$ cat src/rtl/bndl_pkg.sv
package bndl_pkg;

    localparam int HDR_W = 5;

    typedef enum logic [1:0] {
        CLS_MATH   = 2'd0,
        CLS_TRANS  = 2'd1,
        CLS_BRANCH = 2'd2,
        CLS_INTBIT = 2'd3
    } op_class_e;

    typedef struct packed {
        logic      last;
        logic [1:0] lit_cnt;
        op_class_e cls;
    } op_hdr_t;

    typedef enum logic {
        PH_OPS  = 1'b0,
        PH_LITS = 1'b1
    } phase_e;

    // top bits of a word: {last, lit_cnt[1:0], cls[1:0]}
    function automatic op_hdr_t decode_hdr(input logic [HDR_W-1:0] top);
        op_hdr_t h;
        h.last    = top[4];
        h.lit_cnt = top[3:2];
        h.cls     = op_class_e'(top[1:0]);
        return h;
    endfunction

endpackage

$ cat src/rtl/bndl_lane_pick.sv
module bndl_lane_pick #(
    parameter int NLANES = 5,
    parameter int TLANE  = 4
) (
    input  logic [NLANES-1:0] occ,
    input  logic              want,
    input  logic              is_trans,
    output logic [NLANES-1:0] grant,
    output logic              blocked
);
    logic [NLANES-1:0] pick;

    always_comb begin
        pick = '0;
        for (int i = NLANES - 1; i >= 0; i--) begin
            if (i != TLANE && !occ[i]) begin
                pick    = '0;
                pick[i] = 1'b1;
            end
        end
    end

    always_comb begin
        grant   = '0;
        blocked = 1'b0;
        if (want) begin
            if (!is_trans && pick != '0) begin
                grant = pick;
            end else if (!occ[TLANE]) begin
                grant[TLANE] = 1'b1;
            end else begin
                blocked = 1'b1;
            end
        end
    end
endmodule

$ cat src/rtl/bndl_seq.sv
module bndl_seq
    import bndl_pkg::*;
#(
    parameter int MAX_OPS   = 6,
    parameter int MAX_LIT   = 2,
    parameter int MAX_WORDS = 7,
    localparam int OCW = $clog2(MAX_OPS + 1),
    localparam int LIW = $clog2(MAX_LIT + 1)
) (
    input  logic           clk,
    input  logic           rst,
    input  logic           take,
    input  logic           last,
    input  logic [1:0]     litc,
    output logic           in_ops,
    output logic           first_op,
    output logic           bad,
    output logic           close,
    output logic [LIW-1:0] lit_idx
);
    phase_e         phase;
    logic [OCW-1:0] op_cnt;
    logic [LIW-1:0] lit_need;

    always_comb begin
        in_ops   = (phase == PH_OPS);
        first_op = in_ops && (op_cnt == '0);
        if (last)
            bad = in_ops && ((int'(litc) > MAX_LIT) ||
                             (int'(op_cnt) + 1 + int'(litc) > MAX_WORDS));
        else
            bad = in_ops && (int'(op_cnt) + 1 >= MAX_OPS);
        if (in_ops)
            close = take && last && (litc == 2'd0) && !bad;
        else
            close = take && (lit_idx == lit_need - 1'b1);
    end

    always_ff @(posedge clk) begin
        if (rst) begin
            phase    <= PH_OPS;
            op_cnt   <= '0;
            lit_need <= '0;
            lit_idx  <= '0;
        end else if (take) begin
            if (in_ops) begin
                if (bad || last) op_cnt <= '0;
                else             op_cnt <= op_cnt + 1'b1;
                if (!bad && last && litc != 2'd0) begin
                    phase    <= PH_LITS;
                    lit_need <= LIW'(litc);
                    lit_idx  <= '0;
                end
            end else begin
                lit_idx <= lit_idx + 1'b1;
                if (close) phase <= PH_OPS;
            end
        end
    end
endmodule

$ cat src/rtl/alu_bundle_builder.sv
module alu_bundle_builder
    import bndl_pkg::*;
#(
    parameter int NLANES    = 5,
    parameter int TLANE     = 4,
    parameter int W         = 64,
    parameter int MAX_LIT   = 2,
    parameter int MAX_WORDS = 7,
    parameter int MAX_OPS   = NLANES + 1,
    localparam int LIW = $clog2(MAX_LIT + 1)
) (
    input  logic                       clk,
    input  logic                       rst,
    input  logic                       in_valid,
    output logic                       in_ready,
    input  logic [W-1:0]               in_word,
    output logic                       out_valid,
    input  logic                       out_ready,
    output logic [NLANES-1:0]          out_lane_en,
    output logic [NLANES-1:0][W-1:0]   out_lane_op,
    output logic [MAX_LIT-1:0][W-1:0]  out_lit,
    output logic [LIW-1:0]             out_lit_cnt,
    output logic                       out_br_valid,
    output logic [W-1:0]               out_br_op,
    output logic                       out_conflict,
    output logic                       out_err
);
    op_hdr_t           hdr;
    logic              take, in_ops, first_op, bad, close, keep;
    logic              is_br, br_dup, blocked;
    logic [LIW-1:0]    lit_idx;
    logic [NLANES-1:0] occ_eff, grant;

    assign hdr      = decode_hdr(in_word[W-1 -: HDR_W]);
    assign in_ready = !out_valid;
    assign take     = in_valid && in_ready;
    assign keep     = take && in_ops && !bad;
    assign is_br    = (hdr.cls == CLS_BRANCH);
    assign occ_eff  = first_op ? '0 : out_lane_en;
    assign br_dup   = keep && is_br && !first_op && out_br_valid;

    bndl_seq #(
        .MAX_OPS(MAX_OPS), .MAX_LIT(MAX_LIT), .MAX_WORDS(MAX_WORDS)
    ) u_seq (
        .clk(clk), .rst(rst), .take(take), .last(hdr.last), .litc(hdr.lit_cnt),
        .in_ops(in_ops), .first_op(first_op), .bad(bad), .close(close),
        .lit_idx(lit_idx)
    );

    bndl_lane_pick #(.NLANES(NLANES), .TLANE(TLANE)) u_pick (
        .occ(occ_eff), .want(keep && !is_br), .is_trans(hdr.cls == CLS_TRANS),
        .grant(grant), .blocked(blocked)
    );

    // control state
    always_ff @(posedge clk) begin
        if (rst) begin
            out_valid    <= 1'b0;
            out_lane_en  <= '0;
            out_br_valid <= 1'b0;
            out_conflict <= 1'b0;
            out_lit_cnt  <= '0;
            out_err      <= 1'b0;
        end else begin
            out_err <= take && in_ops && bad;
            if (close)          out_valid <= 1'b1;
            else if (out_ready) out_valid <= 1'b0;
            if (keep) begin
                out_lane_en  <= occ_eff | grant;
                out_conflict <= (first_op ? 1'b0 : out_conflict) | blocked | br_dup;
                out_br_valid <= is_br | (first_op ? 1'b0 : out_br_valid);
                if (hdr.last) out_lit_cnt <= LIW'(hdr.lit_cnt);
            end
        end
    end

    // datapath storage
    for (genvar g = 0; g < NLANES; g++) begin : g_lane
        always_ff @(posedge clk) begin
            if (grant[g]) out_lane_op[g] <= in_word;
        end
    end

    for (genvar k = 0; k < MAX_LIT; k++) begin : g_lit
        always_ff @(posedge clk) begin
            if (take && !in_ops && lit_idx == LIW'(k)) out_lit[k] <= in_word;
        end
    end

    always_ff @(posedge clk) begin
        if (keep && is_br && (first_op || !out_br_valid)) out_br_op <= in_word;
    end
endmodule

$ cat config.mk
export PLATFORM = sky130hd
export DESIGN_NAME = alu_bundle_builder
export DESIGN_NICKNAME = d
export VERILOG_FILES = /design/src/rtl/bndl_pkg.sv /design/src/rtl/bndl_lane_pick.sv /design/src/rtl/bndl_seq.sv /design/src/rtl/alu_bundle_builder.sv
export SDC_FILE = /design/constraint.sdc
export NUM_CORES = 1
export LEC_CHECK = 0
export CAP_MARGIN = 20
export CORE_AREA = 2 2 233 235
export DETAILED_ROUTE_END_ITERATION = 7
export DIE_AREA = 0 0 235 237
export DONT_BUFFER_PORTS = 1
export PLACE_DENSITY = 0.48
export SLEW_MARGIN = 10
export SYNTH_ARGS = -nofsm -noshare
export SYNTH_HDL_FRONTEND = slang
export SYNTH_SLANG_ARGS = --single-unit
export TNS_END_PERCENT = 50
$ cat constraint.sdc
create_clock -name clk -period 9.25 [get_ports clk]
set_input_delay 0.4625 -clock clk [delete_from_list [all_inputs] [get_ports clk]]
set_output_delay 0.4625 -clock clk [all_outputs]
set_load 0.05 [all_outputs]
### Word-level counts from Yosys, hierarchy flattened

Cells that the tools add are included.

| word-level totals | value |
|---|---|
| input bits | 68 |
| word-level logic and storage cells | 101 |
| flip-flop bits (word level) | 531 |
| output and inout bits | 524 |

| cells by class | value |
|---|---|
| equal/unequal tests | 4 |
| order comparisons | 3 |
| bitwise gates (word level) | 5 |
| mux-type cells | 24 |
| reductions and logical operators | 42 |
| $add $sub $neg | 5 |

Operators by type and width:

| kind | number |
|---|---|
| $add A32 B3 Y32 | 1 |
| $ge A32 B4 Y1 const B | 1 |
| $gt A32 B4 Y1 const B | 1 |
| $mux W5 | 5 |
| $logic_and A1 B1 Y1 | 22 |
| $mux W1 | 14 |
| $mux W4 | 2 |
| $logic_not A1 Y1 | 6 |
| $reduce_and A2 Y1 | 3 |
| $reduce_bool A2 Y1 | 3 |
| $or A5 B5 Y5 | 1 |
| $reduce_bool A5 Y1 | 1 |
| $add A3 B1 Y4 const B | 1 |
| $eq A2 B1 Y1 const B | 2 |
| $logic_not A2 Y1 | 2 |
| $mux W2 | 2 |
| $add A3 B1 Y3 const B | 1 |
| $logic_not A3 Y1 | 1 |
| $logic_or A1 B1 Y1 | 3 |
| $mux W3 | 1 |
| $or A1 B1 Y1 | 3 |
| $reduce_and A3 Y1 | 1 |
| $add A2 B1 Y2 const B | 1 |
| $eq A2 B2 Y1 | 1 |
| 4 further kinds | 4 |

### Longest topological paths before layout

Gate-level depths: netlist of the first run.

| depth | value |
|---|---|
| depth in word-level cells | 13 |
| gate-level depth with buffers | 8 |
| depth with buffers taken out | 7 |

### Hierarchy

From an unflattened synthesis of the first run, not the netlist that was laid out.

| second synthesis, totals | value |
|---|---|
| cell total of the unflattened synthesis | 656 |
| area, all modules | 16540.9 um2 |

Modules (own cells, without submodules):

| module | times used | area each (um2) | cells an instance | sequential area each (um2) |
|---|---|---|---|---|
| alu_bundle_builder | 1 | 15884.0 | 578 | 15595.0 |
| bndl_seq | 1 | 586.8 | 70 | 160.2 |
| bndl_lane_pick | 1 | 70.1 | 8 | 0.0 |

### Least setup slack after synthesis of the first run

No wires, ideal clock.

| timing | value |
|---|---|
| kind | reg2reg |
| from | register u_seq.op_cnt[0] |
| to | register out_lane_op[128] (netlist bit), enable pin |
| data required time | 8670 ps |
| path slack | 2339 ps |
| path buffers | 0 |
| library setup time | 580 ps |
| stages on the path, launching flop included | 8 |
| period minus slack after synthesis | 6911 ps |
| data arrival time | 6331 ps |
| cells stage by stage | dfxtp_1 > inv_1 > ha_1 > ha_1 > nand3b_1 > a311o_1 > nand3_1 > nor3b_1 |

| on the way | value |
|---|---|
| word-level cells in the longest chain between the ends | 11 |
| elaborated cells on any way between the ends | 22 |
| those cells by class | add/sub (2); order compare (2); mux (8); reduce/logical (10) |

Ends and longest elaborated chain:

| element | RTL line | source |
|---|---|---|
| from (decl) | bndl_seq.sv:22 | `logic [OCW-1:0] op_cnt;` |
| from (signal assigned) | bndl_seq.sv:48 | `else op_cnt <= op_cnt + 1'b1;` |
| branches (longest 10 deep; another with $add A32 B3 Y32) | -- |  |
| $mux W5 (*) | bndl_lane_pick.sv:26 | `if (want) begin` |
| via grant[2] | alu_bundle_builder.sv:32 | `logic [NLANES-1:0] occ_eff, grant;` |
| to (signal, indexed assignment) | alu_bundle_builder.sv:80 | `if (grant[g]) out_lane_op[g] <= in_word;` |
| to (decl) | alu_bundle_builder.sv:20 | `output logic [NLANES-1:0][W-1:0] out_lane_op,` |

Mark *: on every way through the listed nets, which the timed path passes.
A chain may end at the register's enable or synchronous reset.

### Final worst setup path of the first run

| timing | value |
|---|---|
| from | register u_seq.op_cnt[0] |
| to | register out_lane_op[107] (netlist bit), enable pin |

Same word-level chain as after synthesis.

==> results of run 1 <==
-- critical path, stage by stage, from the launching register on --
cell      delay [ps]
dfxtp_1          460
inv_1            100
ha_1             370
ha_1             300
nand3b_1         130
a311o_1          550
nand3_1          380
nor2_4           430
buf_4            490
-- routing by layer --
metal  vias to the layer above  track usage [%]
met5                         -                0
met4                         0            4.891
met3                        69            5.829
met2                       440            24.88
met1                      3757            16.76
li1                       2909                -
-- repair_timing --
action / CTS / global route
setup buffers: 0 / 0
hold buffers: 65 / 0
endpoints found under the hold margin: 525 / 0
-- area by class of cell --
class                   count  area (µm²)  area share (%)
inverters                   9       33.78          0.1681
clock buffers              57        1341           6.675
multi-input cells         106       804.5           4.004
well taps                 696       870.8           4.334
repair buffers             78       793.3           3.948
flip-flops and latches    531       15760           78.41
clock inverters            43       490.5           2.441
diodes                      2       5.005         0.02491
-- cells in the mapped netlist, types with 2 or more instances --
master     instances  area share, %
edfxtp_1         512             93
dfxtp_1           19            2.3
a21oi_1           15           0.45
inv_1              9           0.20
nand2_1            8           0.18
nor2_1             8           0.18
nand3_1            7           0.21
ha_1               6           0.45
and3_1             5           0.19
nand4_1            5           0.19
nor2b_1            5           0.19
o2bb2ai_1          5           0.26
nor3_1             4           0.12
clkbuf_1           3          0.068
nand2b_1           3           0.11
o21ai_0            3          0.090
xnor2_1            3           0.16
a311oi_2           2           0.18
a31oi_1            2          0.075
a32o_1             2           0.12
a32oi_1            2           0.11
buf_4              2          0.090
buf_6              2           0.14
nor3b_1            2          0.090
-- worst max-delay path by stage --
stage | start | endpoint | cells after the start
after floorplan | u_seq.op_cnt[0]$_SDFFE_PP0P_ | out_lane_op[128]$_DFFE_PP_ | 7
after global placement | u_seq.op_cnt[0]$_SDFFE_PP0P_ | out_lane_op[127]$_DFFE_PP_ | 8
after detailed placement | u_seq.op_cnt[0]$_SDFFE_PP0P_ | out_lane_op[127]$_DFFE_PP_ | 8
after CTS | u_seq.op_cnt[0]$_SDFFE_PP0P_ | out_br_op[17]$_DFFE_PP_ | 8
after global routing | u_seq.op_cnt[0]$_SDFFE_PP0P_ | out_lane_op[82]$_DFFE_PP_ | 8
final | u_seq.op_cnt[0]$_SDFFE_PP0P_ | out_lane_op[107]$_DFFE_PP_ | 8
-- flip-flops by register name (all words and copies together) (netlist names) --
signal          count
out_br_op          64
out_br_valid        1
out_conflict        1
out_err             1
out_lane_en         5
out_lane_op       320
out_lit           128
out_lit_cnt         2
out_valid           1
u_seq.lit_idx       2
u_seq.lit_need      2
u_seq.op_cnt        3
u_seq.phase         1
-- power breakdown --
group	internal (mW)	switching (mW)
logic	0.0336	0.0862
clock network	1.31	0.898
registers	2.70	0.173
-- cells by family (layout without fill, tap and decap cells) --
group / count (synthesis) / after routing / synth area share (%)
AO/OA/AOI/OAI: 38 / 38 / 1.704
XOR/XNOR: 3 / 3 / 0.1584
adder cells (fa/ha/maj): 6 / 6 / 0.4524
buffers and inverters: 17 / 187 / 0.5278
flip-flops: 531 / 531 / 94.96
multiplexers: 2 / 2 / 0.1282
other: 0 / 2 / 0
AND/OR/NAND/NOR: 57 / 57 / 2.074
-- cells in the final DEF (no fill, tap or decap), drive strengths merged, types with 4 or more instances in the layout --
cell	n
a21oi	16
nor3	5
dfxtp	19
nand2	8
nand4	5
nand3	7
and3	5
edfxtp	512
bufinv	9
clkbuf	57
dlygate4sd3	65
buf	13
inv	13
nor2b	5
clkinv	26
nor2	8
clkinvlp	4
o2bb2ai	5
ha	6
==> metrics.yaml, run 1 <==
final_layout:
  area.growth.synth_to_final_pct: 21.11
  drive_gt1_share_pct: 13.96
  final_util_pct: 37.71
  finalNetCount: 853
  post-route-cell-area_um2: 20090
  layout.cells.non_filler: 1522
  fillers: 4741
clocking:
  cts_tree: "built"
  cts_made_buffers: 53
  cts-resized-gates: 0
  cts-root-buf: "clkbuf_16"
  clk_pin_slew_ps: 60
  clockBufferDepth: 3
  worstSkewPairLatency_ps: 590
  h-tree-depth: 2
  clkSinkCount: 531
worst_setup_path:
  required_ps: 9460
  worstPathMaxFanout: 34
  r2r_end: "out_lane_op[107]$_DFFE_PP_"
  cp-start-kind: "flip-flop"
  cp-end-kind: "flip-flop"
  worst_ep_arrival_time_ps: 3840
  critPathKind: "reg -> reg"
  rr_startpoint: "u_seq.op_cnt[0]$_SDFFE_PP0P_"
  worstRegToRegCells: 8
  r2r_slack_ps: 5630
synthesis:
  synth_nets: 728
  postSynthCellCount: 654
  async_reset_ff_share_pct: 0
  seq_area_frac_synth_pct: 94.96
  synth-seq-cells: 531
  synth_edf_count: 512
  ys_types: 44
  yosys_warnings: 0
  synth_top_flop_cell: "edfxtp_1"
  syn_area_um2: 16590
  syn_area_per_cell_um2: 25.37
sta:
  worst_pin_slew_ps: 825.2
  setup_ws_ps: 5626
  fin_skew_ps: 19.13
  post-route-period-util_pct: 39.17
  rsz0062_at_grt: "false"
  setup_tns_ps: 0
  hold-worst-slack_ps: 52.94
  finalSetupViolCount: 0
  maxSlewHeadroom_pct: 44.91
  layout_min_cycle_time_ps: 3624
  slew_violations: 0
  max_freq_mhz: 276.0
  hold_viol: 0
grt:
  grt_pass1_wl_um: 58990
  antenna_found_initial: 2
  grt_pass1_vias: 7171
  gr-total-overflow: 0
  grt_start_max_net_pins: 65
  grt_usage_pct: 14.61
placement:
  post_dp_cell_area_um2: 17580
  numPortBuffers: 0
  routabilityCongestion: 0.7994
  dp_cells: 1354
  hpwl_um: 27730
  place_ws_ps: 5629
floorplan:
  die_h_um: 237
  rows: 85
  core-area_um2: 53280
  io_pins: 592
  start_util_pct: 31.14
  die_w_um: 235
  die_area_um2: 55700
min_path:
  hold_end: "out_valid$_SDFFE_PP0P_"
  hold_path_class: "in -> reg"
  min-delay-start: "in_word[63]"
  hold_depth: 2
job:
  cap_viol_max_count: 0
drt:
  first_pass_iters: 5
  wirelength_um: 42650
  ant_nets: 0
  via_per_inst: 4.714
  wl_met1_um: 15580
  num_vias: 7175
  route.detailed.drc: 0
  dr.first_iter.drc_count: 453
  wl_met2_um: 21820
  wl_per_cell_um: 28.02
  highest_layer: "met4"
  met3_length_um: 4074
power_and_ir_drop:
  p_total_mw: 5.200
  powerDensity_nw_per_um2: 258.8
  p_leak_nw: 6.291
  ir_worst_vdd_mv: 0.1169
status:
  run_status: "complete, no violations"
(Power assumes the default switching activity.)
==> run 2: changes to the inputs <==
ABC_AREA = 1   (was not set)
CORE_AREA = 2 2 232 234   (was 2 2 233 235)
DIE_AREA = 0 0 234 236   (was 0 0 235 237)
PLACE_DENSITY = 0.5   (was 0.48)
clock period = 3.3 ns   (was 9.25 ns; I/O delays follow)
==> run 2 against run 1 <==
  * Combinational power increased to 3.0 times the previous value
  * Fmax increased by 37%
  * Wire length decreased by 2.0%
  * First-iteration DRC count increased by 1.8%
  * Largest cell class unchanged
  * Clock skew about the same
  * Design area decreased by 0.44%
  * Setup slack got worse by 5000 ps
  * Largest power group unchanged
  * Register-to-register slack got worse by 5000 ps
  * Sequential power increased to 2.8 times the previous value
==> metrics.yaml, run 2 <==
status:
  run_status: "complete, no violations"
sta:
  worst_pin_slew_ps: 680.7  # -144.5 ps
  rsz0062_at_grt: "false"
  fin_skew_ps: 18.70  # -0.4290 ps
  post-route-period-util_pct: 80.04  # +41 points
  max_freq_mhz: 378.6  # +37%
  slew_violations: 0  # unchanged
  finalSetupViolCount: 0  # unchanged
  hold_viol: 0  # unchanged
  layout_min_cycle_time_ps: 2641  # -982.3 ps
  maxSlewHeadroom_pct: 54.62  # +9.7 points
final_layout:
  finalNetCount: 884  # +3.6%
  area.growth.synth_to_final_pct: 21.28
  largest_register_ffs: 320  # unchanged
  post-route-cell-area_um2: 20010  # -0.44%
  layout.cells.non_filler: 1549  # +1.8%
  largestRegisters: "out_lane_op (320), out_lit (128), out_br_op (64)"
  drive_gt1_share_pct: 14.69  # +0.73 points
  final_cell_mix: "edfxtp_1 (512), dlygate4sd3_1 (69), clkbuf_16 (51), nand2_1 (32), inv_1 (20)"
  regMostFlops: "out_lane_op"
  final_common_cell: "edfxtp_1"
  final_util_pct: 37.70  # about the same
power_and_ir_drop:
  ir_worst_vdd_mv: 0.3304  # +180%
  p_total_mw: 14.08  # +170%
  powerDensity_nw_per_um2: 703.6  # +170%
  p_leak_nw: 6.390  # +1.6%
drt:
  first_pass_iters: 4  # -1
  dr.first_iter.drc_count: 461  # +1.8%
  wirelength_um: 41780  # -2.0%
  via_per_inst: 4.598  # -2.5%
  wl_per_cell_um: 26.97  # -3.8%
  route.detailed.drc: 0  # unchanged
  ant_nets: 0  # unchanged
  num_vias: 7123  # -0.72%
synthesis:
  yosys-mux-area-fraction_pct: 0  # -0.13 points
  syn_area_um2: 16500  # -0.58%
  synth_edf_count: 512  # unchanged
  synthTopCellsByCount: "edfxtp_1 (512), nand2_1 (32), inv_1 (26)"
  synth-seq-cells: 531  # unchanged
  synth_top_flop_cell: "edfxtp_1"
  synth_top_family_by_area: "simple AND/OR/NAND/NOR gates"
  yosys.area_share.simple_pct: 2.458  # +0.38 points
  postSynthCellCount: 671  # +2.6%
  seq_area_frac_synth_pct: 95.51  # +0.55 points
  synthAdderAreaFrac_pct: 0.4551  # +0.0026 points
  synth_area_leaders: "edfxtp_1 (93%), dfxtp_1 (2.3%), nand2_1 (0.73%)"
  synth_top_cell_area_share_pct: 93.20  # +0.54 points
  synth_nets: 745  # +2.3%
  async_reset_ff_share_pct: 0  # unchanged
  synth_area_leader_cell: "edfxtp_1"
  ys_types: 27  # -39%
  yosys_warnings: 0  # unchanged
  synthXorXnorAreaFrac_pct: 0.05309  # -0.11 points
  synth_compound_area_share_pct: 0.7661  # -0.94 points
  syn_area_per_cell_um2: 24.58  # -3.1%
  synth_most_common_cell: "edfxtp_1"
worst_setup_path:
  r2r_end: "out_lane_op[311]$_DFFE_PP_"
  cp-start-kind: "flip-flop"
  slowest_stage: "clkinv_2"
  critPathKind: "reg -> reg"
  cp-endpoint: "out_lane_op[311]$_DFFE_PP_"
  worstPathMaxFanout: 28  # -18%
  required_ps: 3620  # -5840 ps
  cp-end-kind: "flip-flop"
  max_stage_delay_ps: 410  # -140 ps
  crit_start: "u_seq.op_cnt[0]$_SDFFE_PP0P_"
  path_cells: "inv_2, ha_4, ha_4, nand3_2, nand2_1, nand3_2, nand4_4, clkinv_2, nand3_1, clkinv_2, buf_12"
  worstRegToRegCells: 11  # +3
  worst_ep_arrival_time_ps: 2960  # -880 ps
  r2r_slack_ps: 660  # -4970 ps
  rr_startpoint: "u_seq.op_cnt[0]$_SDFFE_PP0P_"
min_path:
  hold_path_class: "in -> reg"
clocking:
  worstSkewPairLatency_ps: 580  # about the same
  cts_tree: "built"
  h-tree-depth: 2  # unchanged
  cts-root-buf: "clkbuf_16"
  clkSinkCount: 531  # unchanged
  clockBufferDepth: 3  # unchanged
  cts_made_buffers: 50  # -5.7%
  post_cts_buffers: 0  # unchanged
  clk_pin_slew_ps: 70  # about the same
grt:
  antenna_found_initial: 2  # unchanged
  grt_usage_pct: 14.29  # -0.32 points
  grt_start_max_net_pins: 65  # unchanged
  gr-total-overflow: 0  # unchanged
  grt_pass1_wl_um: 56830  # -3.7%
  grt_pass1_vias: 7123  # -0.67%
placement:
  dp_cells: 1385  # +2.3%
  numPortBuffers: 0  # unchanged
  post_dp_cell_area_um2: 17680  # +0.59%
  routabilityCongestion: 0.7735  # -3.2%
  hpwl_um: 26830  # -3.2%
floorplan:
  die_h_um: 236  # -0.42%
  core-area_um2: 53070  # -0.40%
  die_w_um: 234  # -0.43%
  rows: 85  # unchanged
  die_area_um2: 55220  # -0.85%
  start_util_pct: 31.08  # -0.057 points
  io_pins: 592  # unchanged
job:
  cap_viol_max_count: 0  # unchanged
## run 2: worst min-delay path by stage
stage	from	to	slack (ps)	depth (start not counted)
CTS	in_word[59]	out_conflict$_SDFFE_PP0P_	40	5
global route	in_word[61]	out_err$_SDFF_PP0_	110	6
detailed placement	rst	u_seq.op_cnt[1]$_SDFFE_PP0P_	240	1
floorplan	rst	out_err$_SDFF_PP0_	240	1
global placement	rst	u_seq.op_cnt[1]$_SDFFE_PP0P_	230	1
finish	in_word[59]	out_conflict$_SDFFE_PP0P_	80	5
## run 2: critical path, delay by kind of cell, from the launching register on
family	cells	cell delay, ps
AND/OR/NAND/NOR	5	540
flip-flops	1	370
adder cells (fa/ha/maj)	2	500
buffers and inverters	4	960
## run 2: metrics by stage
stage	TNS (ps)	setup slack (ps)	hold WS [ps]
6_report	0	658.6	81.55
5_1_grt	0	465.7	111.3
4_1_cts	0	606.1	39.02
3_5_place_dp	0	633.5	236.4
3_3_place_gp	0	718.2	233.9
2_1_floorplan	-31690	-495.1	244.3
## run 2: what timing repair did
item / CTS / global route
hold buffers: 69 / 0
endpoints found under the hold margin: 531 / 0
gates resized for setup: 0 / 0
## run 2: routing by layer
layer / wire (µm) / global-route usage [%] / vias up
met3: 3885 / 5.343 / 65
met2: 21560 / 24.73 / 390
met1: 15230 / 16.08 / 3758
met5: 0 / 0 / -
met4: 1101 / 4.891 / 0
li1: - / - / 2910
## run 2: final cells by class
| cell class | count | area [µm²] |
|---|---|---|
| sequential | 531 | 15760 |
| antenna | 2 | 5.005 |
| inverter | 32 | 128.9 |
| timing repair buffer | 88 | 920.9 |
| fill | 4705 | 33060 |
| multi-input combinational | 107 | 695.7 |
| tap | 696 | 870.8 |
| clock buffer | 61 | 1324 |
| clock inverter | 32 | 302.8 |
## run 2: cell families (layout without fill, tap and decap cells)
kind of cell / count (synthesis) / in the layout
xor+xnor: 1 / 1
other cells: 0 / 2
fa+ha+maj: 6 / 6
flops: 531 / 531
buf+inv: 33 / 213
simple gates: 77 / 77
compound gates: 23 / 23
## run 2: report_power, final
| part | total [mW] | internal [mW] | switching (mW) | leakage (nW) |
|---|---|---|---|---|
| clock network | 5.67 | 3.25 | 2.42 | 0.796 |
| registers | 8.04 | 7.56 | 0.480 | 4.80 |
| logic | 0.364 | 0.102 | 0.262 | 0.796 |
| total | 14.1 | 10.9 | 3.16 | 6.39 |
==> run 3: changes to the inputs <==
ABC_AREA = 0   (was 1)
CORE_AREA = 2 2 233 235   (was 2 2 232 234)
DIE_AREA = 0 0 235 237   (was 0 0 234 236)
PLACE_DENSITY = 0.48   (was 0.5)
clock period = 2.6 ns   (was 3.3 ns; I/O delays follow)
==> run 3 against run 2 <==
  * Non-clock buffer count up 16
  * Highest routed layer unchanged
  * Via count rose by 1.9%
  * Wire length increased by 4.5%
  * Register-to-register slack lost 560 ps
  * Global-route usage up 0.38 points
  * Hold slack worse by 33 ps
==> metrics.yaml, run 3 (same netlist as run 1, synthesis figures left out) <==
status:
  run_status: "complete, no violations"
power_and_ir_drop:
  intPower_mw: 14.31  # +31%
  ir_worst_vdd_mv: 0.5123  # +55%
  power_frac_seq_pct: 55.6  # -1.5 points
  p_total_mw: 18.35  # +30%
  power.net_switching_mw: 4.036  # +28%
  power_frac_comb_pct: 2.7  # about the same
  sw_frac_of_total_pct: 21.99  # -0.48 points
  p_leak_nw: 6.431  # +0.64%
  clock_power_share_pct: 41.6  # +1.3 points
  powerDensity_nw_per_um2: 895.7  # +27%
final_layout:
  drive_gt1_share_pct: 16.17  # +1.5 points
  largestRegisters: "out_lane_op (320), out_lit (128), out_br_op (64)"
  largest_register_ffs: 320  # unchanged
  final_common_cell: "edfxtp_1"
  regMostFlops: "out_lane_op"
  area.growth.synth_to_final_pct: 23.47
  final_cell_mix: "edfxtp_1 (512), dlygate4sd3_1 (70), clkbuf_16 (56), buf_4 (18), dfxtp_1 (17)"
  post-route-cell-area_um2: 20490  # +2.4%
  finalNetCount: 879  # -0.57%
drt:
  via_per_inst: 4.697  # +2.1%
  ant_nets: 0  # unchanged
  dr.first_iter.drc_count: 491  # +6.5%
  wl_per_cell_um: 28.25  # +4.8%
  first_pass_iters: 4  # unchanged
  num_vias: 7257  # +1.9%
  wirelength_um: 43650  # +4.5%
  route.detailed.drc: 0  # unchanged
sta:
  layout_min_cycle_time_ps: 2500  # -141.2 ps
  worst_pin_slew_ps: 941.6  # +260.8 ps
  slew_violations: 0  # unchanged
  rsz0062_at_grt: "false"
  max_freq_mhz: 400.0  # +5.6%
  finalSetupViolCount: 0  # unchanged
  hold-worst-slack_ps: 48.69  # -32.86 ps
  post-route-period-util_pct: 96.16  # +16 points
  maxSlewHeadroom_pct: 37.02  # -18 points
  fin_skew_ps: 15.62  # -3.081 ps
  hold_viol: 0  # unchanged
grt:
  grt_pass1_vias: 7072  # -0.72%
  gr-total-overflow: 0  # unchanged
  grt_pass1_wl_um: 59120  # +4.0%
  grt_usage_pct: 14.67  # +0.38 points
  grt_start_max_net_pins: 47  # -28%
  antenna_found_initial: 2  # unchanged
job:
  cap_viol_max_count: 0  # unchanged
placement:
  post_dp_cell_area_um2: 17940  # +1.4%
  routabilityCongestion: 0.7783  # +0.62%
  hpwl_um: 28480  # +6.2%
  numPortBuffers: 0  # unchanged
worst_setup_path:
  required_ps: 2870  # -750 ps
  slowest_stage: "dfxtp_2"
  critPathKind: "reg -> reg"
  cp-start-kind: "flip-flop"
  cp-end-kind: "flip-flop"
  max_stage_delay_ps: 370  # -40 ps
  worstPathMaxFanout: 26  # -7.1%
  path_cells: "inv_2, ha_4, ha_4, nand3b_1, a311o_1, buf_4, nand3_4, a21oi_4, buf_4, buf_12"
  worst_ep_arrival_time_ps: 2770  # -190 ps
floorplan:
  rows: 85  # unchanged
  die_h_um: 237  # +0.42%
  start_util_pct: 31.14  # +0.057 points
  die_area_um2: 55700  # +0.85%
  die_w_um: 235  # +0.43%
  core-area_um2: 53280  # +0.40%
  io_pins: 592  # unchanged
clocking:
  cts_tree: "built"
  worstSkewPairLatency_ps: 580  # about the same
  h-tree-depth: 2  # unchanged
  cts_made_buffers: 53  # +6.0%
  clk_pin_slew_ps: 60  # about the same
  clockBufferDepth: 3  # unchanged
  cts-root-buf: "clkbuf_16"
  clkSinkCount: 531  # unchanged
min_path:
  hold_path_class: "in -> reg"
## run 3: cell count changes in the layout (fill, tap and decap cells not counted), sizes merged, moves of 9 or more
| cell | previous run | this run |
|---|---|---|
| clkinv | 29 | 18 |
| nand3 | 16 | 7 |
| nor2 | 17 | 8 |
| inv | 28 | 12 |
| nand2 | 35 | 8 |
| buf | 19 | 31 |
## run 3: final cells by class
class / instances / area [µm²]
Timing Repair Buffer: 104 / 1171
Sequential cell: 531 / 15760
Clock buffer: 64 / 1368
Clock inverter: 33 / 395.4
Fill cell: 4716 / 32800
Tap cell: 696 / 870.8
Antenna cell: 2 / 5.005
Inverter: 9 / 36.28
Multi-Input combinational cell: 106 / 879.6
## run 3: stage by stage
stage               setup TNS, ps  cells  utilization (%)  worst slack (ps)
finish                          0   1545            38.45             99.82
global route                    0   1544            38.44            0.9639
CTS                             0   1538            38.29             97.51
floorplan                 -274350    654                -            -965.5
detailed placement              0   1371            33.66             119.3
global placement                0   1371            33.66             165.2
## run 3: power by group through the flow
stage,registers (mW),clock network [mW],logic (mW)
global placement,10.4,0,0.284
CTS,10.2,7.84,0.511
global route,10.2,8.17,0.546
finish,10.2,7.64,0.502
detailed placement,10.4,0,0.291
floorplan,10.4,0,0.162
## run 3: final timing paths
check,start,to,slack [ps],cells past startpoint
hold / removal,in_word[60],out_lane_en[0]$_SDFFE_PP0P_,50,3
hold reg to reg,u_seq.op_cnt[1]$_SDFFE_PP0P_,u_seq.op_cnt[1]$_SDFFE_PP0P_,500,2
setup reg to reg,u_seq.op_cnt[1]$_SDFFE_PP0P_,out_lane_op[269]$_DFFE_PP_,100,10
setup / recovery,u_seq.op_cnt[1]$_SDFFE_PP0P_,out_lane_op[269]$_DFFE_PP_,100,10
## run 3: layer usage
| layer | vias up | global-route usage (%) | wire length [µm] |
|---|---|---|---|
| li1 | 2955 | - | - |
| met1 | 3825 | 16.72 | 15950 |
| met2 | 406 | 25.53 | 22870 |
| met3 | 71 | 5.537 | 3776 |
| met4 | 0 | 4.545 | 1053 |
| met5 | - | 0 | 0 |
## run 3: critical path, delay by kind of cell, from the launching register on
kind,cells,cell delay [ps]
AND/OR/NAND/NOR,2,210
adder cells (fa/ha/maj),2,500
AO/OA/AOI/OAI,2,410
flip-flops,1,370
buffers and inverters,4,640
## run 3: repair_timing
item | CTS | global route
hold buffers | 70 | 0
setup endpoints to repair | 0 | 27
setup buffers | 0 | 3
resized for setup | 0 | 2
hold endpoints to repair | 531 | 0
